===== config.mk =====
export PLATFORM = sky130hd
export DESIGN_NAME = nco_dual_core
export DESIGN_NICKNAME = d
export VERILOG_FILES = /design/src/rtl/nco_pkg.sv /design/src/rtl/nco_tune_regs.sv /design/src/rtl/nco_phase_acc.sv /design/src/rtl/nco_addr_gen.sv /design/src/rtl/nco_dual_core.sv
export SDC_FILE = /design/constraint.sdc
export NUM_CORES = 1
export LEC_CHECK = 0
export ABC_AREA = 1
export CAP_MARGIN = 20
export CORE_UTILIZATION = 42
export DETAILED_ROUTE_END_ITERATION = 10
export MAX_ROUTING_LAYER = met4
export PLACE_DENSITY_LB_ADDON = 0.12
export SLEW_MARGIN = 20
export SYNTH_ARGS = -nofsm -noshare
export SYNTH_HDL_FRONTEND = slang
export SYNTH_SLANG_ARGS = --single-unit
export TNS_END_PERCENT = 10

===== constraint.sdc =====
create_clock -name clk -period 1.9 [get_ports clk]
set_input_delay 0.38 -clock clk [delete_from_list [all_inputs] [get_ports clk]]
set_output_delay 0.38 -clock clk [all_outputs]
set_load 0.02 [all_outputs]

===== src/rtl/nco_pkg.sv =====
package nco_pkg;
    localparam int NUM_FREQ = 2;
    localparam int NUM_OFF  = 4;
    localparam int SEL_W    = 3;

    typedef enum logic [SEL_W-1:0] {
        WSEL_F0_LO  = 3'd0,
        WSEL_F0_HI  = 3'd1,
        WSEL_F1_LO  = 3'd2,
        WSEL_F1_HI  = 3'd3,
        WSEL_OFF0   = 3'd4,
        WSEL_OFF1   = 3'd5,
        WSEL_OFF2   = 3'd6,
        WSEL_OFF3   = 3'd7
    } wsel_e;
endpackage


===== src/rtl/nco_tune_regs.sv =====
module nco_tune_regs
    import nco_pkg::*;
#(
    parameter int ACC_W = 32,
    parameter int PH_W  = 12,
    parameter int WR_W  = 16
) (
    input  logic             clk,
    input  logic             rst_n,
    input  logic             wr_en,
    input  logic [SEL_W-1:0] wr_sel,
    input  logic [WR_W-1:0]  wr_data,
    input  logic             fsel,
    input  logic [1:0]       psel,
    output logic [ACC_W-1:0] step_o,
    output logic [PH_W-1:0]  offset_o
);
    localparam int HALVES = ACC_W / WR_W;

    typedef struct packed {
        logic [NUM_FREQ-1:0][ACC_W-1:0] freq;
        logic [NUM_OFF-1:0][PH_W-1:0]   off;
    } regs_t;

    regs_t st_d, st_q;

    always_comb begin
        st_d = st_q;
        for (int f = 0; f < NUM_FREQ; f++) begin
            for (int h = 0; h < HALVES; h++) begin
                if (wr_en && !wr_sel[2] && wr_sel[1] == 1'(f) && wr_sel[0] == 1'(h)) begin
                    st_d.freq[f][h*WR_W +: WR_W] = wr_data;
                end
            end
        end
        for (int p = 0; p < NUM_OFF; p++) begin
            if (wr_en && wr_sel[2] && wr_sel[1:0] == 2'(p)) begin
                st_d.off[p] = wr_data[PH_W-1:0];
            end
        end
    end

    always_ff @(posedge clk or negedge rst_n) begin
        if (!rst_n) st_q <= '0;
        else        st_q <= st_d;
    end

    assign step_o   = st_q.freq[fsel];
    assign offset_o = st_q.off[psel];

    // a low-half write leaves the high half untouched
    a_r2_half_isolated: assert property (@(posedge clk) disable iff (!rst_n)
        (wr_en && wr_sel == WSEL_F0_LO) |=> $stable(st_q.freq[0][ACC_W-1:WR_W]));

    // offset 0 takes only the low data bits
    a_r3_offset_load: assert property (@(posedge clk) disable iff (!rst_n)
        (wr_en && wr_sel == WSEL_OFF0) |=> st_q.off[0] == $past(wr_data[PH_W-1:0]));
endmodule


===== src/rtl/nco_phase_acc.sv =====
module nco_phase_acc #(
    parameter int ACC_W = 32
) (
    input  logic             clk,
    input  logic             rst_n,
    input  logic [ACC_W-1:0] step_i,
    input  logic             clear,
    input  logic             sleep,
    output logic [ACC_W-1:0] acc_o
);
    typedef struct packed {
        logic [ACC_W-1:0] acc;
    } acc_t;

    acc_t st_d, st_q;

    always_comb begin
        st_d = st_q;
        if (clear)       st_d.acc = '0;
        else if (!sleep) st_d.acc = st_q.acc + step_i;
    end

    always_ff @(posedge clk or negedge rst_n) begin
        if (!rst_n) st_q <= '0;
        else        st_q <= st_d;
    end

    assign acc_o = st_q.acc;

    // clear forces zero phase on the following edge
    a_r7_clear_zero: assert property (@(posedge clk) disable iff (!rst_n)
        clear |=> st_q.acc == '0);

    // sleep freezes the accumulator
    a_r8_sleep_hold: assert property (@(posedge clk) disable iff (!rst_n)
        (sleep && !clear) |=> $stable(st_q.acc));
endmodule


===== src/rtl/nco_addr_gen.sv =====
module nco_addr_gen #(
    parameter int PH_W = 12
) (
    input  logic            clk,
    input  logic            rst_n,
    input  logic [PH_W-1:0] acc_top_i,
    input  logic [PH_W-1:0] offset_i,
    input  logic            sleep,
    output logic [PH_W-1:0] addr_o,
    output logic            valid_o
);
    typedef struct packed {
        logic [PH_W-1:0] addr;
        logic            valid;
    } out_t;

    out_t st_d, st_q;

    always_comb begin
        st_d       = st_q;
        st_d.addr  = acc_top_i + offset_i;
        st_d.valid = !sleep;
    end

    always_ff @(posedge clk or negedge rst_n) begin
        if (!rst_n) st_q <= '0;
        else        st_q <= st_d;
    end

    assign addr_o  = st_q.addr;
    assign valid_o = st_q.valid;

    // valid drops one edge after sleep
    a_r8_valid_low: assert property (@(posedge clk) disable iff (!rst_n)
        sleep |=> !valid_o);
endmodule


===== src/rtl/nco_dual_core.sv =====
module nco_dual_core
    import nco_pkg::*;
#(
    parameter int ACC_W = 32,
    parameter int PH_W  = 12,
    parameter int WR_W  = 16
) (
    input  logic             clk,
    input  logic             rst_n,
    input  logic             wr_en,
    input  logic [SEL_W-1:0] wr_sel,
    input  logic [WR_W-1:0]  wr_data,
    input  logic             fsel,
    input  logic [1:0]       psel,
    input  logic             clear,
    input  logic             sleep,
    output logic [PH_W-1:0]  phase_addr,
    output logic             phase_valid
);
    logic [ACC_W-1:0] step_w;
    logic [PH_W-1:0]  offset_w;
    logic [ACC_W-1:0] acc_w;

    nco_tune_regs #(.ACC_W(ACC_W), .PH_W(PH_W), .WR_W(WR_W)) i_regs (
        .clk(clk), .rst_n(rst_n), .wr_en(wr_en), .wr_sel(wr_sel),
        .wr_data(wr_data), .fsel(fsel), .psel(psel),
        .step_o(step_w), .offset_o(offset_w)
    );

    nco_phase_acc #(.ACC_W(ACC_W)) i_acc (
        .clk(clk), .rst_n(rst_n), .step_i(step_w),
        .clear(clear), .sleep(sleep), .acc_o(acc_w)
    );

    nco_addr_gen #(.PH_W(PH_W)) i_addr (
        .clk(clk), .rst_n(rst_n), .acc_top_i(acc_w[ACC_W-1 -: PH_W]),
        .offset_i(offset_w), .sleep(sleep),
        .addr_o(phase_addr), .valid_o(phase_valid)
    );
endmodule


## After elaboration in Yosys (flattened, before gate mapping)

Cells that the tools add are included.

| word-level totals | value |
|---|---|
| output and inout port bits | 13 |
| register bits after elaboration | 157 |
| bits of input ports | 27 |
| word-level logic and storage cells | 42 |

| cells by class | value |
|---|---|
| equality and inequality tests | 4 |
| reduce and logical (&&, ||, !) cells | 15 |
| bitwise gates (word level) | 2 |
| magnitude comparators | 2 |
| multiplexer cells | 6 |
| add/subtract/negate cells | 2 |

Operators by type and width:

| cell | count |
|---|---|
| 32-bit 2-to-1 mux | 4 |
| 32-bit adder | 1 |
| 12-bit binary-select mux with 2-bit select | 1 |
| 12-bit adder | 1 |
| 1-bit logical AND | 12 |
| 12-bit 2-to-1 mux | 1 |
| 2-bit equality test (second input constant) | 2 |
| 2-bit by 3-bit less-than comparator with 1-bit output (second input constant) | 1 |
| 2-bit by 1-bit equality test with 1-bit output (second input constant) | 1 |
| 1-bit logical NOT | 2 |
| 2-bit logical NOT | 1 |
| 1-bit by 2-bit less-than comparator with 1-bit output (second input constant) | 1 |
| 2-bit != test (second input constant) | 1 |
| 1-bit NOT | 2 |

## Logic depth before layout (Yosys ltp)

Gate-level depths: netlist of the first run.

| depth | value |
|---|---|
| depth in word-level cells | 5 |
| mapped depth | 17 |
| depth with buffers taken out | 16 |

## Modules after synthesis

Synthesis of the first run repeated with hierarchy kept, for this count alone.

| second synthesis, totals | value |
|---|---|
| cells, all modules | 1,500 |
| area total of the unflattened synthesis | 9,952.0 um^2 |

By module, submodules not included:

| module | times used | area an instance (um^2) | sequential area each (um^2) | cells an instance |
|---|---|---|---|---|
| nco_tune_regs | 1 | 5,430.2 | 2,802.7 | 743 |
| nco_phase_acc | 1 | 3,558.4 | 800.8 | 624 |
| nco_addr_gen | 1 | 963.4 | 325.3 | 133 |

## Worst setup path after synthesis of the first run

Ideal clock, no wire load.

| timing path | value |
|---|---|
| kind | input to register |
| start point | input port fsel |
| end point | register i_acc.st_q, in the netlist i_acc.acc_o[13] |
| arrival time | 2,175 ps |
| buffers on the path | 2 |
| path slack | -393 ps |
| setup time | 117 ps |
| stages | 13 |
| data required time | 1,783 ps |
| path through | buf_2 > buf_2 > mux2_2 > ha_1 > nand2_1 > inv_1 > nand2_1 > nand2_1 > a21oi_1 > nand2_2 > or2_1 > nand3_1 > nand2_1 |

| between the ends | value |
|---|---|
| longest elaborated chain between the ends | 5 |

RTL lines:

| item | line | RTL |
|---|---|---|
| start, declared | nco_dual_core.sv:13 | `input logic fsel,` |
| 32-bit 2-to-1 mux (implied by the code) (2 in a row) | nco_tune_regs.sv:48 | `assign step_o = st_q.freq[fsel];` |
| 32-bit adder | nco_phase_acc.sv:20 | `else if (!sleep) st_d.acc = st_q.acc + step_i;` |
| 32-bit 2-to-1 mux | nco_phase_acc.sv:20 |  |
| 32-bit 2-to-1 mux | nco_phase_acc.sv:19 | `if (clear) st_d.acc = '0;` |
| end signal, assigned | nco_phase_acc.sv:25 | `else st_q <= st_d;` |
| end, declared | nco_phase_acc.sv:15 | `acc_t st_d, st_q;` |

Every way passes these cells. The select of a mux whose other input is x is not followed.
A chain may end at the register's enable or synchronous reset.

## Worst setup path after layout of the first run

| timing path | value |
|---|---|
| start point | input port fsel |
| end point | register i_acc.st_q, in the netlist i_acc.acc_o[29] |

Same word-level chain as after synthesis.

==> key figures, run 1 <==
Outcome
  • Status: complete, but fails checks
  • Failing checks: negative setup slack

CTS
  • Clk_lat worst skew: ~0.43 ns
  • CTS H-tree depth: 4
  • Clk sinks: approximately 160
  • Clock tree buffer depth: 2
  • Cts bufs inserted: 17
  • CTS tree: yes
  • CTS root buffer: clkbuf_16
  • Clk slew on worst S/H paths: approximately 0.08 ns

Power and ir drop
  • Combinational share of power: 0.377
  • Sw Ratio: 0.3598
  • IR drop worst, VDD: ~0.63 mV
  • Reg power frac: 0.351
  • Clock network power share: 0.272
  • Net switching power: about 4.6 mW
  • P per Cell Area: about 1100 mW/mm^2
  • Internal power: 8.218 mW
  • P_leak: 6.075 nW

STA
  • Worst-margin pin slew: roughly 0.42 ns
  • Worst relative slew slack: 0.7184
  • Worst clock skew: 0.01088 ns
  • Fmax: between 0.4 and 0.5 GHz
  • Post-route setup slack: -0.1513 ns
  • Tmin final: slightly above 2 ns
  • Final period util: 1.080
  • Fin. Hold Viols: 0
  • Unrepaired setup endpoints after global routing: yes
  • Fin. max-slew vios: 0
  • Final Setup Violations: 25

Routing
  • Vias per cell: between 4 and 5
  • Routed via count: around 8000
  • First drt pass iteration count: 5
  • Iter 0 DRT Violations: approximately 650
  • # DRC: 0
  • Final WL: ~26 mm
  • Mean routed wirelength per cell: ~16 um
  • Post-route ant nets: 0

Logic synthesis
  • Mapped Cells: 1202
  • Syn Nets: between 1000 and 1500
  • Share of the synthesized area in the top cell type: 0.4340
  • Syn_area_per_cell: 7.531 sq um
  • Netlist cell types: 36
  • Synthesized cell area: ~0.0091 sq mm
  • FF+latch count, synth: between 150 and 200
  • Top cells by area, synth: dfrtp_1, nand2_1, o21ai_0
  • Sequential cell area fraction in the yosys report: 0.4340
  • Ys Warns: 0
  • Area leader, netlist: dfrtp_1

Layout
  • Layout cell share with drive strength beyond 1: 0.2301
  • Commonest non-fill, non-tap cells in the layout: nand2_1, dfrtp_1, inv_1
  • Commonest non-fill, non-tap cell in the layout: nand2_1
  • Ant. Diodes: 0
  • Nets@finish: 1392
  • Fin cells: roughly 1600
  • Area Growth Syn to Fin: 31.98%
  • Fill cell count: ~2000

Critical path
  • Critical Path AT: 2.36 ns
  • CP Launch Point: fsel
  • Crit path max fanout: 6
  • CP startpoint kind: input pin
  • CP Data Required Time: around 2.2 ns
  • R2r startpoint: i_regs.st_q[57]
  • Setup crit end kind: register
  • Kind of critical path: in -> reg

Die
  • Die Span X: about 150 um
  • Row Count: 53
  • Starting density of the core: 0.4293
  • Core box area: around 0.021 sq mm
  • Top Ports: 40
  • Full die area: approximately 0.022 sq mm
  • Die Y: 148.8 um

Global route
  • First-pass GRT wire length: 40.50 mm
  • Gr usage total: 0.2482
  • Initial antenna violation count: 0
  • Largest net degree at the start of global routing: 52
  • Vias in the first global route: approximately 7700
  • GRT overflow: 0

Placed design
  • Hpwl dp: about 19 mm
  • Pre-CTS setup slack: -0.7677 ns
  • Port Buffers: 39
  • DP Cell Count: roughly 1600
  • Routability cong.: between 0.8 and 0.9

Run
  • Max-Cap Viols: 0

Min path
  • HP Class: in -> async
==> power by group through the flow <==
| stage | clock network (mW) | registers [mW] | logic (mW) |
|---|---|---|---|
| 4_1_cts | 3.56 | 4.50 | 4.57 |
| 5_1_grt | 3.68 | 4.58 | 5.31 |
| 3_3_place_gp | 0 | 4.54 | 4.40 |
| 6_report | 3.49 | 4.51 | 4.84 |
| 3_5_place_dp | 0 | 4.55 | 4.46 |
| 2_1_floorplan | 0 | 4.58 | 2.65 |
==> Yosys cell counts, drive strengths merged <==
cell and number:
clkbuf 26, xnor2 5, o22ai 11, and2 2, a21oi 48, mux2 31
a22o 1, a21boi 1, nand4 3, ha 42, a21o 2, fa 2
buf 9, o21ai 137, dfrtp 157, nand3 50, a32o 2, or2 6
inv 149, a211oi 1, xor2 9, o31ai 1, o21bai 2, nor3 3
nand3b 4, nor2 86, nand2 412
==> area by class of cell <==
cell class                      count  area (sq um)  area share
Clock inverter                     13         147.6     0.01236
Clock buffer                       19         442.9     0.03707
Sequential cell                   157          3929      0.3288
Tap cell                          275         344.1     0.02880
Multi-Input combinational cell    861          5221      0.4370
Inverter                          149         559.3     0.04681
Timing Repair Buffer              135          1304      0.1091
==> sequential cells by signal (all words and copies together), names as in the netlist <==
name,cells
i_regs.st_q,112
i_addr.valid_o,1
i_acc.acc_o,32
i_addr.addr_o,12
==> kinds of logic after synthesis <==
logic type | count (synthesis) | synth area share
simple gates | 566 | 0.2546
mux | 31 | 0.03856
xor+xnor | 14 | 0.01355
flops | 157 | 0.4340
buf+inv | 184 | 0.07795
fa+ha+maj | 44 | 0.06247
compound gates | 206 | 0.1189
==> final timing paths <==
check                             endpoint  slack (ns)  cells past startpoint
min in group clk           i_regs.st_q[76]        0.48                      2
min                         i_acc.acc_o[7]        0.44                      2
min reg2reg                i_regs.st_q[76]        0.48                      2
max in group asynchronous   i_regs.st_q[0]        0.84                      3
max                        i_acc.acc_o[29]       -0.15                     15
max reg2reg                i_acc.acc_o[29]       -0.13                     12
==> per-layer routing <==
metal	part of all wire	global-route usage
met1	0.50	0.3473
met2	0.46	0.3787
met3	0.030	0.03853
met4	0.0077	0.05663
met5	0	-
==> timing repair <==
action,4_1_cts,5_1_grt
hold buffers,1,0
setup buffers,4,9
pin swaps,10,23
endpoints found under the hold margin,35,0
endpoints found under the setup margin,35,36
gates resized for setup,32,89
==> per-stage QoR <==
stage	cell area (sq um)	TNS, ns	utilization	hold slack [ns]	power, mW
finish	11950	-1.999	0.5666	0.4351	12.84
detailed placement	10870	-20.29	0.5157	0.3304	9.012
global placement	10870	-19.31	0.5157	0.3297	8.944
CTS	11600	-1.663	0.5503	0.4429	12.63
global route	11950	-4.728	0.5666	0.4669	13.57
floorplan	9545	-3.465	-	0.08441	7.239
==> critical path: stages <==
cell	delay [ns]
buf_4	0.14
buf_12	0.14
buf_8	0.14
mux2_4	0.35
ha_4	0.33
nand2_4	0.08
nor2_4	0.15
and2_1	0.14
nand2_1	0.06
nand2_2	0.14
nand2_2	0.07
nand2_1	0.06
nand2_1	0.05
nand3_1	0.07
nand2_1	0.05
(Power assumes the default switching activity.)
==> inputs of run 2 (changes only) <==
- CORE_MARGIN: default -> 3
==> key figures, run 2 (synthesis gave the netlist of run 1 again) <==
Outcome
  • Failing checks: negative setup slack (unchanged)
  • Status: complete, but fails checks (unchanged)

Layout
  • Fin cells: 1612 (was 1609)
  • Nets@finish: 1394 (was 1392)
  • Commonest non-fill, non-tap cells in the layout: nand2_1, dfrtp_1, inv_1 (unchanged)
  • Layout cell share with drive strength beyond 1: 0.2283 (was 0.2301)
  • Fill cell count: 1949 (was 1970)
  • Area of the multi-input gates: 0.005243 sq mm (was 0.005221 sq mm)
  • Finished Cell Area: 0.01193 sq mm (was 0.01195 sq mm)
  • Max FFs per register: 112 (unchanged)
  • Commonest non-fill, non-tap cell in the layout: nand2_1 (unchanged)
  • Utilization after layout: 0.5656 (was 0.5666)
  • Register area: 0.003929 sq mm (unchanged)
  • Area Growth Syn to Fin: 31.76% (was 31.98%)
  • Largest Register: i_regs.st_q (unchanged)

Die
  • Row Count: 53 (unchanged)
  • Starting density of the core: 0.4293 (unchanged)
  • Core box area: 0.02109 sq mm (unchanged)
  • Full die area: 0.02335 sq mm (was 0.02214 sq mm)
  • Die Y: 152.8 um (was 148.8 um)
  • Top Ports: 40 (unchanged)
  • Die Span X: 152.8 um (was 148.8 um)

Critical path
  • CP Data Required Time: 2.20 ns (was 2.21 ns)
  • Worst r2r dst: i_acc.acc_o[30] (was i_acc.acc_o[29])
  • Max incr delay on CP: 0.39 ns (was 0.35 ns)
  • CP most frequent cell: nand2_1 (unchanged)
  • Setup crit end kind: register (unchanged)
  • R2r startpoint: i_regs.st_q[54] (was i_regs.st_q[57])
  • Crit-path slowest cell: dfrtp_1 (was mux2_4)
  • R2R Setup Slk: -0.13 ns (about the same)
  • Crit path max fanout: 5 (was 6)
  • Critical Path AT: 2.33 ns (was 2.36 ns)
  • Kind of critical path: reg -> reg (was in -> reg)
  • Worst-path cell chain: mux2_4 -> ha_4 -> nand2_1 -> nor2_4 -> and2_1 -> nand2_1 -> nand2_2 -> nand2_1 -> nand2_1 -> nand2_1 -> nand3_1 -> nand2_1 (was buf_4 -> buf_12 -> buf_8 -> mux2_4 -> ha_4 -> nand2_4 -> nor2_4 -> and2_1 -> nand2_1 -> nand2_2 -> nand2_2 -> nand2_1 -> nand2_1 -> nand3_1 -> nand2_1)
  • CP startpoint kind: register (was input pin)
  • Path depth of the worst reg2reg path: 12 (unchanged)

CTS
  • CTS root buffer: clkbuf_16 (unchanged)
  • CTS H-tree depth: 4 (unchanged)
  • CTS tree: yes (unchanged)
  • Clk sinks: 157 (unchanged)
  • Clk_lat worst skew: 0.43 ns (about the same)
  • Clk slew on worst S/H paths: 0.08 ns (about the same)
  • Clock tree buffer depth: 2 (unchanged)
  • Cts bufs inserted: 17 (unchanged)

Routing
  • Routed via count: 7946 (was 7918)
  • Iter 0 DRT Violations: 499 (was 653)
  • Post-route ant nets: 0 (unchanged)
  • Final WL: 25.43 mm (was 25.74 mm)
  • Mean routed wirelength per cell: 15.77 um (was 16.00 um)
  • First drt pass iteration count: 5 (unchanged)
  • # DRC: 0 (unchanged)
  • Vias per cell: 4.929 (was 4.921)

Placed design
  • Placed inst area: 0.01092 sq mm (was 0.01087 sq mm)
  • Hpwl dp: 18.92 mm (was 18.83 mm)
  • Port Buffers: 39 (unchanged)
  • DP Cell Count: 1574 (was 1563)
  • Routability cong.: 0.9212 (was 0.8968)

Power and ir drop
  • IR drop worst, VDD: 0.6112 mV (was 0.6286 mV)
  • Clock network power share: 0.260 (was 0.272)
  • Reg power frac: 0.356 (was 0.351)
  • Combinational share of power: 0.383 (was 0.377)
  • P per Cell Area: 1064 mW/mm^2 (was 1074 mW/mm^2)
  • Sw Ratio: 0.3619 (was 0.3598)
  • Net switching power: 4.592 mW (was 4.618 mW)
  • Internal power: 8.097 mW (was 8.218 mW)
  • P_leak: 6.064 nW (was 6.075 nW)

Global route
  • Vias in the first global route: 7553 (was 7668)
  • GRT overflow: 0 (unchanged)
  • First-pass GRT wire length: 40.50 mm (about the same)
  • Initial antenna violation count: 1 (was 0)
  • Largest net degree at the start of global routing: 43 (was 52)
  • Gr usage total: 0.2246 (was 0.2482)

STA
  • Final Setup Violations: 23 (was 25)
  • Worst-margin pin slew: 0.4260 ns (was 0.4223 ns)
  • Worst hold slack: 0.4463 ns (was 0.4351 ns)
  • Setup TNS: -1.444 ns (was -1.999 ns)
  • Worst relative slew slack: 0.7160 (was 0.7184)
  • Fmax: 0.4934 GHz (was 0.4875 GHz)
  • Fin. Hold Viols: 0 (unchanged)
  • Tmin final: 2.027 ns (was 2.051 ns)
  • Post-route setup slack: -0.1267 ns (was -0.1513 ns)
  • Unrepaired setup endpoints after global routing: yes (unchanged)
  • Worst clock skew: 0.02096 ns (was 0.01088 ns)
  • Fin. max-slew vios: 0 (unchanged)
  • Final period util: 1.067 (was 1.080)

Run
  • Max-Cap Viols: 0 (unchanged)

Min path
  • HP Class: in -> async (unchanged)
## run 2: cell types whose count changed in the layout (fill, tap and decap cells not counted), sizes merged
cell and change:
bufinv -1, clkdlybuf4s15 +1, clkinvlp +1, diode +1, dlygate4sd2 +1
## run 2: how the worst max path moves through the flow
stage                    start                to  slack (ns)
2_1_floorplan             fsel   i_acc.acc_o[31]       -0.16
3_3_place_gp           psel[0]  i_addr.addr_o[8]       -0.73
3_5_place_dp           psel[0]  i_addr.addr_o[8]       -0.76
4_1_cts        i_regs.st_q[48]    i_acc.acc_o[4]        -0.1
5_1_grt        i_regs.st_q[54]   i_acc.acc_o[30]       -0.21
6_report       i_regs.st_q[54]   i_acc.acc_o[30]       -0.13
## run 2: what timing repair did
action | 4_1_cts | 5_1_grt
gates cloned | 0 | 1
hold buffers | 1 | 0
hold endpoints to repair | 34 | 0
setup endpoints to repair | 39 | 35
pin swaps | 12 | 23
setup buffers | 0 | 3
resized for setup | 53 | 61
## run 2: per-layer routing
metal	GRT usage	part of all wire
met1	0.3232	0.50
met3	0.03114	0.037
met2	0.3399	0.45
met4	0.05261	0.013
met5	-	0
## run 2: worst max-delay path, delay by kind of cell (launching register included)
family / cells / cell delay, ns
flops: 1 / 0.39
fa+ha+maj: 1 / 0.31
simple gates: 10 / 0.89
mux: 1 / 0.30
## run 2: power by group through the flow
| stage | Combinational (mW) | Clock (mW) | Sequential, mW |
|---|---|---|---|
| after floorplan | 2.65 | 0 | 4.58 |
| after global placement | 4.41 | 0 | 4.57 |
| after detailed placement | 4.46 | 0 | 4.57 |
| after CTS | 4.64 | 3.37 | 4.53 |
| after global routing | 5.35 | 3.52 | 4.61 |
| final | 4.86 | 3.30 | 4.52 |
## run 2: cell type report
type,count,area share
antenna,1,0.0002098
clock buffer,19,0.03713
clock inverter,13,0.01038
inverter,149,0.04710
multi-input combinational,861,0.4395
sequential,157,0.3294
tap,275,0.02885
timing repair buffer,137,0.1074
## run 2: metrics by stage
| stage | power (mW) | worst slack [ns] |
|---|---|---|
| 2_1_floorplan | 7.239 | -0.1610 |
| 3_3_place_gp | 8.977 | -0.7348 |
| 3_5_place_dp | 9.037 | -0.7603 |
| 4_1_cts | 12.54 | -0.09815 |
| 5_1_grt | 13.48 | -0.2124 |
| 6_report | 12.69 | -0.1267 |
==> inputs of run 3 (changes only) <==
- CORE_UTILIZATION: 42 -> 35
- HOLD_SLACK_MARGIN: default -> 0.02
==> key figures, run 3 (synthesis gave the netlist of run 1 again) <==
CTS
  • CTS root buffer: clkbuf_16 (unchanged)
  • Clk_lat worst skew: 0.44 ns (was 0.43 ns)
  • Cts bufs inserted: 17 (unchanged)
  • Clk slew on worst S/H paths: 0.08 ns (about the same)
  • Clock tree buffer depth: 2 (unchanged)
  • Clk sinks: 157 (unchanged)
  • CTS H-tree depth: 4 (unchanged)
  • CTS tree: yes (unchanged)

Power and ir drop
  • Total power: 12.99 mW (was 12.69 mW)
  • Internal power: 8.155 mW (was 8.097 mW)
  • P per Cell Area: 1070 mW/mm^2 (was 1064 mW/mm^2)
  • P_leak: 6.111 nW (was 6.064 nW)
  • Reg power frac: 0.348 (was 0.356)
  • Clock network power share: 0.277 (was 0.260)
  • IR drop worst, VDD: 0.6633 mV (was 0.6112 mV)
  • Combinational share of power: 0.375 (was 0.383)
  • Sw Ratio: 0.3723 (was 0.3619)
  • Net switching power: 4.837 mW (was 4.592 mW)

Die
  • Full die area: 0.02783 sq mm (was 0.02335 sq mm)
  • Row Count: 58 (was 53)
  • Starting density of the core: 0.3574 (was 0.4293)
  • Core box area: 0.02533 sq mm (was 0.02109 sq mm)
  • Top Ports: 40 (unchanged)
  • Die Y: 166.8 um (was 152.8 um)
  • Die Span X: 166.8 um (was 152.8 um)

Layout
  • Commonest non-fill, non-tap cells in the layout: nand2_1, dfrtp_1, inv_1 (unchanged)
  • Ant. Diodes: 0 (was 1)
  • Area Growth Syn to Fin: 34.17% (was 31.76%)
  • Finished Cell Area: 0.01215 sq mm (was 0.01193 sq mm)
  • Layout cell share with drive strength beyond 1: 0.2472 (was 0.2283)
  • Nets@finish: 1397 (was 1394)
  • Largest Register: i_regs.st_q (unchanged)
  • Commonest non-fill, non-tap cell in the layout: nand2_1 (unchanged)
  • Max FFs per register: 112 (unchanged)

Critical path
  • Kind of critical path: reg -> reg (unchanged)
  • R2R Setup Slk: -0.14 ns (was -0.13 ns)
  • Crit path to: i_acc.acc_o[4] (was i_acc.acc_o[30])
  • R2r startpoint: i_regs.st_q[48] (was i_regs.st_q[54])
  • CP Data Required Time: 2.23 ns (was 2.20 ns)
  • WP depth: 10 (was 12)
  • Setup crit end kind: register (unchanged)
  • Top delay family on crit path: simple AND/OR/NAND/NOR gates (unchanged)
  • Crit path max fanout: 3 (was 5)
  • Worst r2r dst: i_acc.acc_o[4] (was i_acc.acc_o[30])
  • CP most frequent cell: inv_2 (was nand2_1)
  • Crit-path slowest cell: dfrtp_1 (unchanged)
  • Critical Path AT: 2.37 ns (was 2.33 ns)
  • Path depth of the worst reg2reg path: 10 (was 12)
  • CP bufs+invs: 3 (was 0)
  • CP Launch Point: i_regs.st_q[48] (was i_regs.st_q[54])
  • CP startpoint kind: register (unchanged)
  • Max incr delay on CP: 0.38 ns (was 0.39 ns)
  • Worst-path cell chain: mux2_4 -> ha_4 -> inv_2 -> fa_2 -> inv_2 -> nand3_2 -> nand3_4 -> buf_6 -> or2_4 -> a32o_1 (was mux2_4 -> ha_4 -> nand2_1 -> nor2_4 -> and2_1 -> nand2_1 -> nand2_2 -> nand2_1 -> nand2_1 -> nand2_1 -> nand3_1 -> nand2_1)

STA
  • Worst clock skew: 0.01182 ns (was 0.02096 ns)
  • Worst-margin pin slew: 0.4515 ns (was 0.4260 ns)
  • Final period util: 1.074 (was 1.067)
  • Fin. Hold Viols: 0 (unchanged)
  • Worst hold slack: 0.3693 ns (was 0.4463 ns)
  • Fmax: 0.4899 GHz (was 0.4934 GHz)
  • Final Setup Violations: 24 (was 23)
  • Fin. max-slew vios: 0 (unchanged)
  • Tmin final: 2.041 ns (was 2.027 ns)
  • Worst relative slew slack: 0.6987 (was 0.7160)
  • Unrepaired setup endpoints after global routing: yes (unchanged)
  • Post-route setup slack: -0.1413 ns (was -0.1267 ns)

Placed design
  • Pre-CTS setup slack: -0.6777 ns (was -0.7603 ns)
  • Port Buffers: 39 (unchanged)
  • Hpwl dp: 19.84 mm (was 18.92 mm)
  • Routability cong.: 0.8728 (was 0.9212)
  • Placed inst area: 0.01103 sq mm (was 0.01092 sq mm)

Global route
  • First-pass GRT wire length: 42.14 mm (was 40.50 mm)
  • Initial antenna violation count: 0 (was 1)
  • GRT overflow: 0 (unchanged)
  • Largest net degree at the start of global routing: 56 (was 43)
  • Gr usage total: 0.1984 (was 0.2246)
  • Vias in the first global route: 7611 (was 7553)

Routing
  • Iter 0 DRT Violations: 436 (was 499)
  • Final WL: 26.64 mm (was 25.43 mm)
  • Routed via count: 7903 (was 7946)
  • Mean routed wirelength per cell: 15.96 um (was 15.77 um)
  • Vias per cell: 4.735 (was 4.929)
  • First drt pass iteration count: 5 (unchanged)
  • Post-route ant nets: 0 (unchanged)
  • # DRC: 0 (unchanged)

Outcome
  • Failing checks: negative setup slack (unchanged)
  • Status: complete, but fails checks (unchanged)

Min path
  • HP Class: in -> async (unchanged)

Run
  • Max-Cap Viols: 0 (unchanged)
## run 3: cell types whose count changed in the layout (fill, tap and decap cells not counted), moves of 3 or more
cell / delta
a21oi_1: -5
a21oi_2: +6
buf_12: +3
clkinv_8: +3
clkinvlp_4: -3
nand2_1: -15
nand2_2: +19
nand2_4: -4
nand3_1: +3
nand3_2: -4
nor2_1: -6
nor2_2: +10
nor2_4: -4
## run 3: area by class of cell
| class | instances | area [sq um] |
|---|---|---|
| clock buffers | 17 | 425.4 |
| clock inverters | 15 | 191.4 |
| fillers | 2484 | 13180 |
| inverters | 149 | 561.8 |
| multi-input cells | 861 | 5268 |
| flip-flops and latches | 157 | 3929 |
| well taps | 330 | 412.9 |
| repair buffers | 140 | 1358 |
## run 3: through the flow
stage	utilization	setup TNS [ns]	std cells
detailed placement	0.4354	-21.08	1629
global route	0.4795	-4.612	1669
CTS	0.4655	-1.582	1664
floorplan	-	-3.465	1202
global placement	0.4354	-20.57	1629
finish	0.4795	-1.586	1669
## run 3: worst reg2reg max path: cells and delay by family (launching register included)
kind | cells | cell delay (ns)
simple gates | 3 | 0.40
flops | 1 | 0.38
buf+inv | 3 | 0.26
fa+ha+maj | 2 | 0.39
compound gates | 1 | 0.21
mux | 1 | 0.30
## run 3: worst min path at each step
stage	start	to	slack [ns]	cells after the start
3_3_place_gp	rst_n	i_acc.acc_o[7]	0.25	1
3_5_place_dp	rst_n	i_acc.acc_o[7]	0.25	1
6_report	rst_n	i_acc.acc_o[7]	0.37	2
5_1_grt	rst_n	i_acc.acc_o[7]	0.37	2
2_1_floorplan	rst_n	i_acc.acc_o[0]	0.08	0
4_1_cts	rst_n	i_acc.acc_o[7]	0.36	2
## run 3: power by group through the flow
stage	registers (mW)	logic, mW	clock network [mW]
after floorplan	4.58	2.65	0
after global placement	4.58	4.47	0
after detailed placement	4.57	4.52	0
after CTS	4.52	4.63	3.67
after global routing	4.61	5.39	3.83
final	4.52	4.88	3.60
## run 3: per-layer routing
layer | GRT usage | share of wire | vias up
met5 | - | 0 | -
met4 | 0.04627 | 0.014 | 0
met3 | 0.02753 | 0.024 | 20
met2 | 0.2951 | 0.45 | 115
met1 | 0.2883 | 0.52 | 3685
li1 | - | - | 4083
## run 3: timing repair
| action | CTS | global route |
|---|---|---|
| gates resized for setup | 35 | 94 |
| hold endpoints to repair | 16 | 0 |
| endpoints found under the setup margin | 37 | 38 |
| buffers inserted | 2 | 3 |
| hold buffers | 1 | 0 |
| pin swaps | 8 | 23 |
| gates cloned | 0 | 2 |
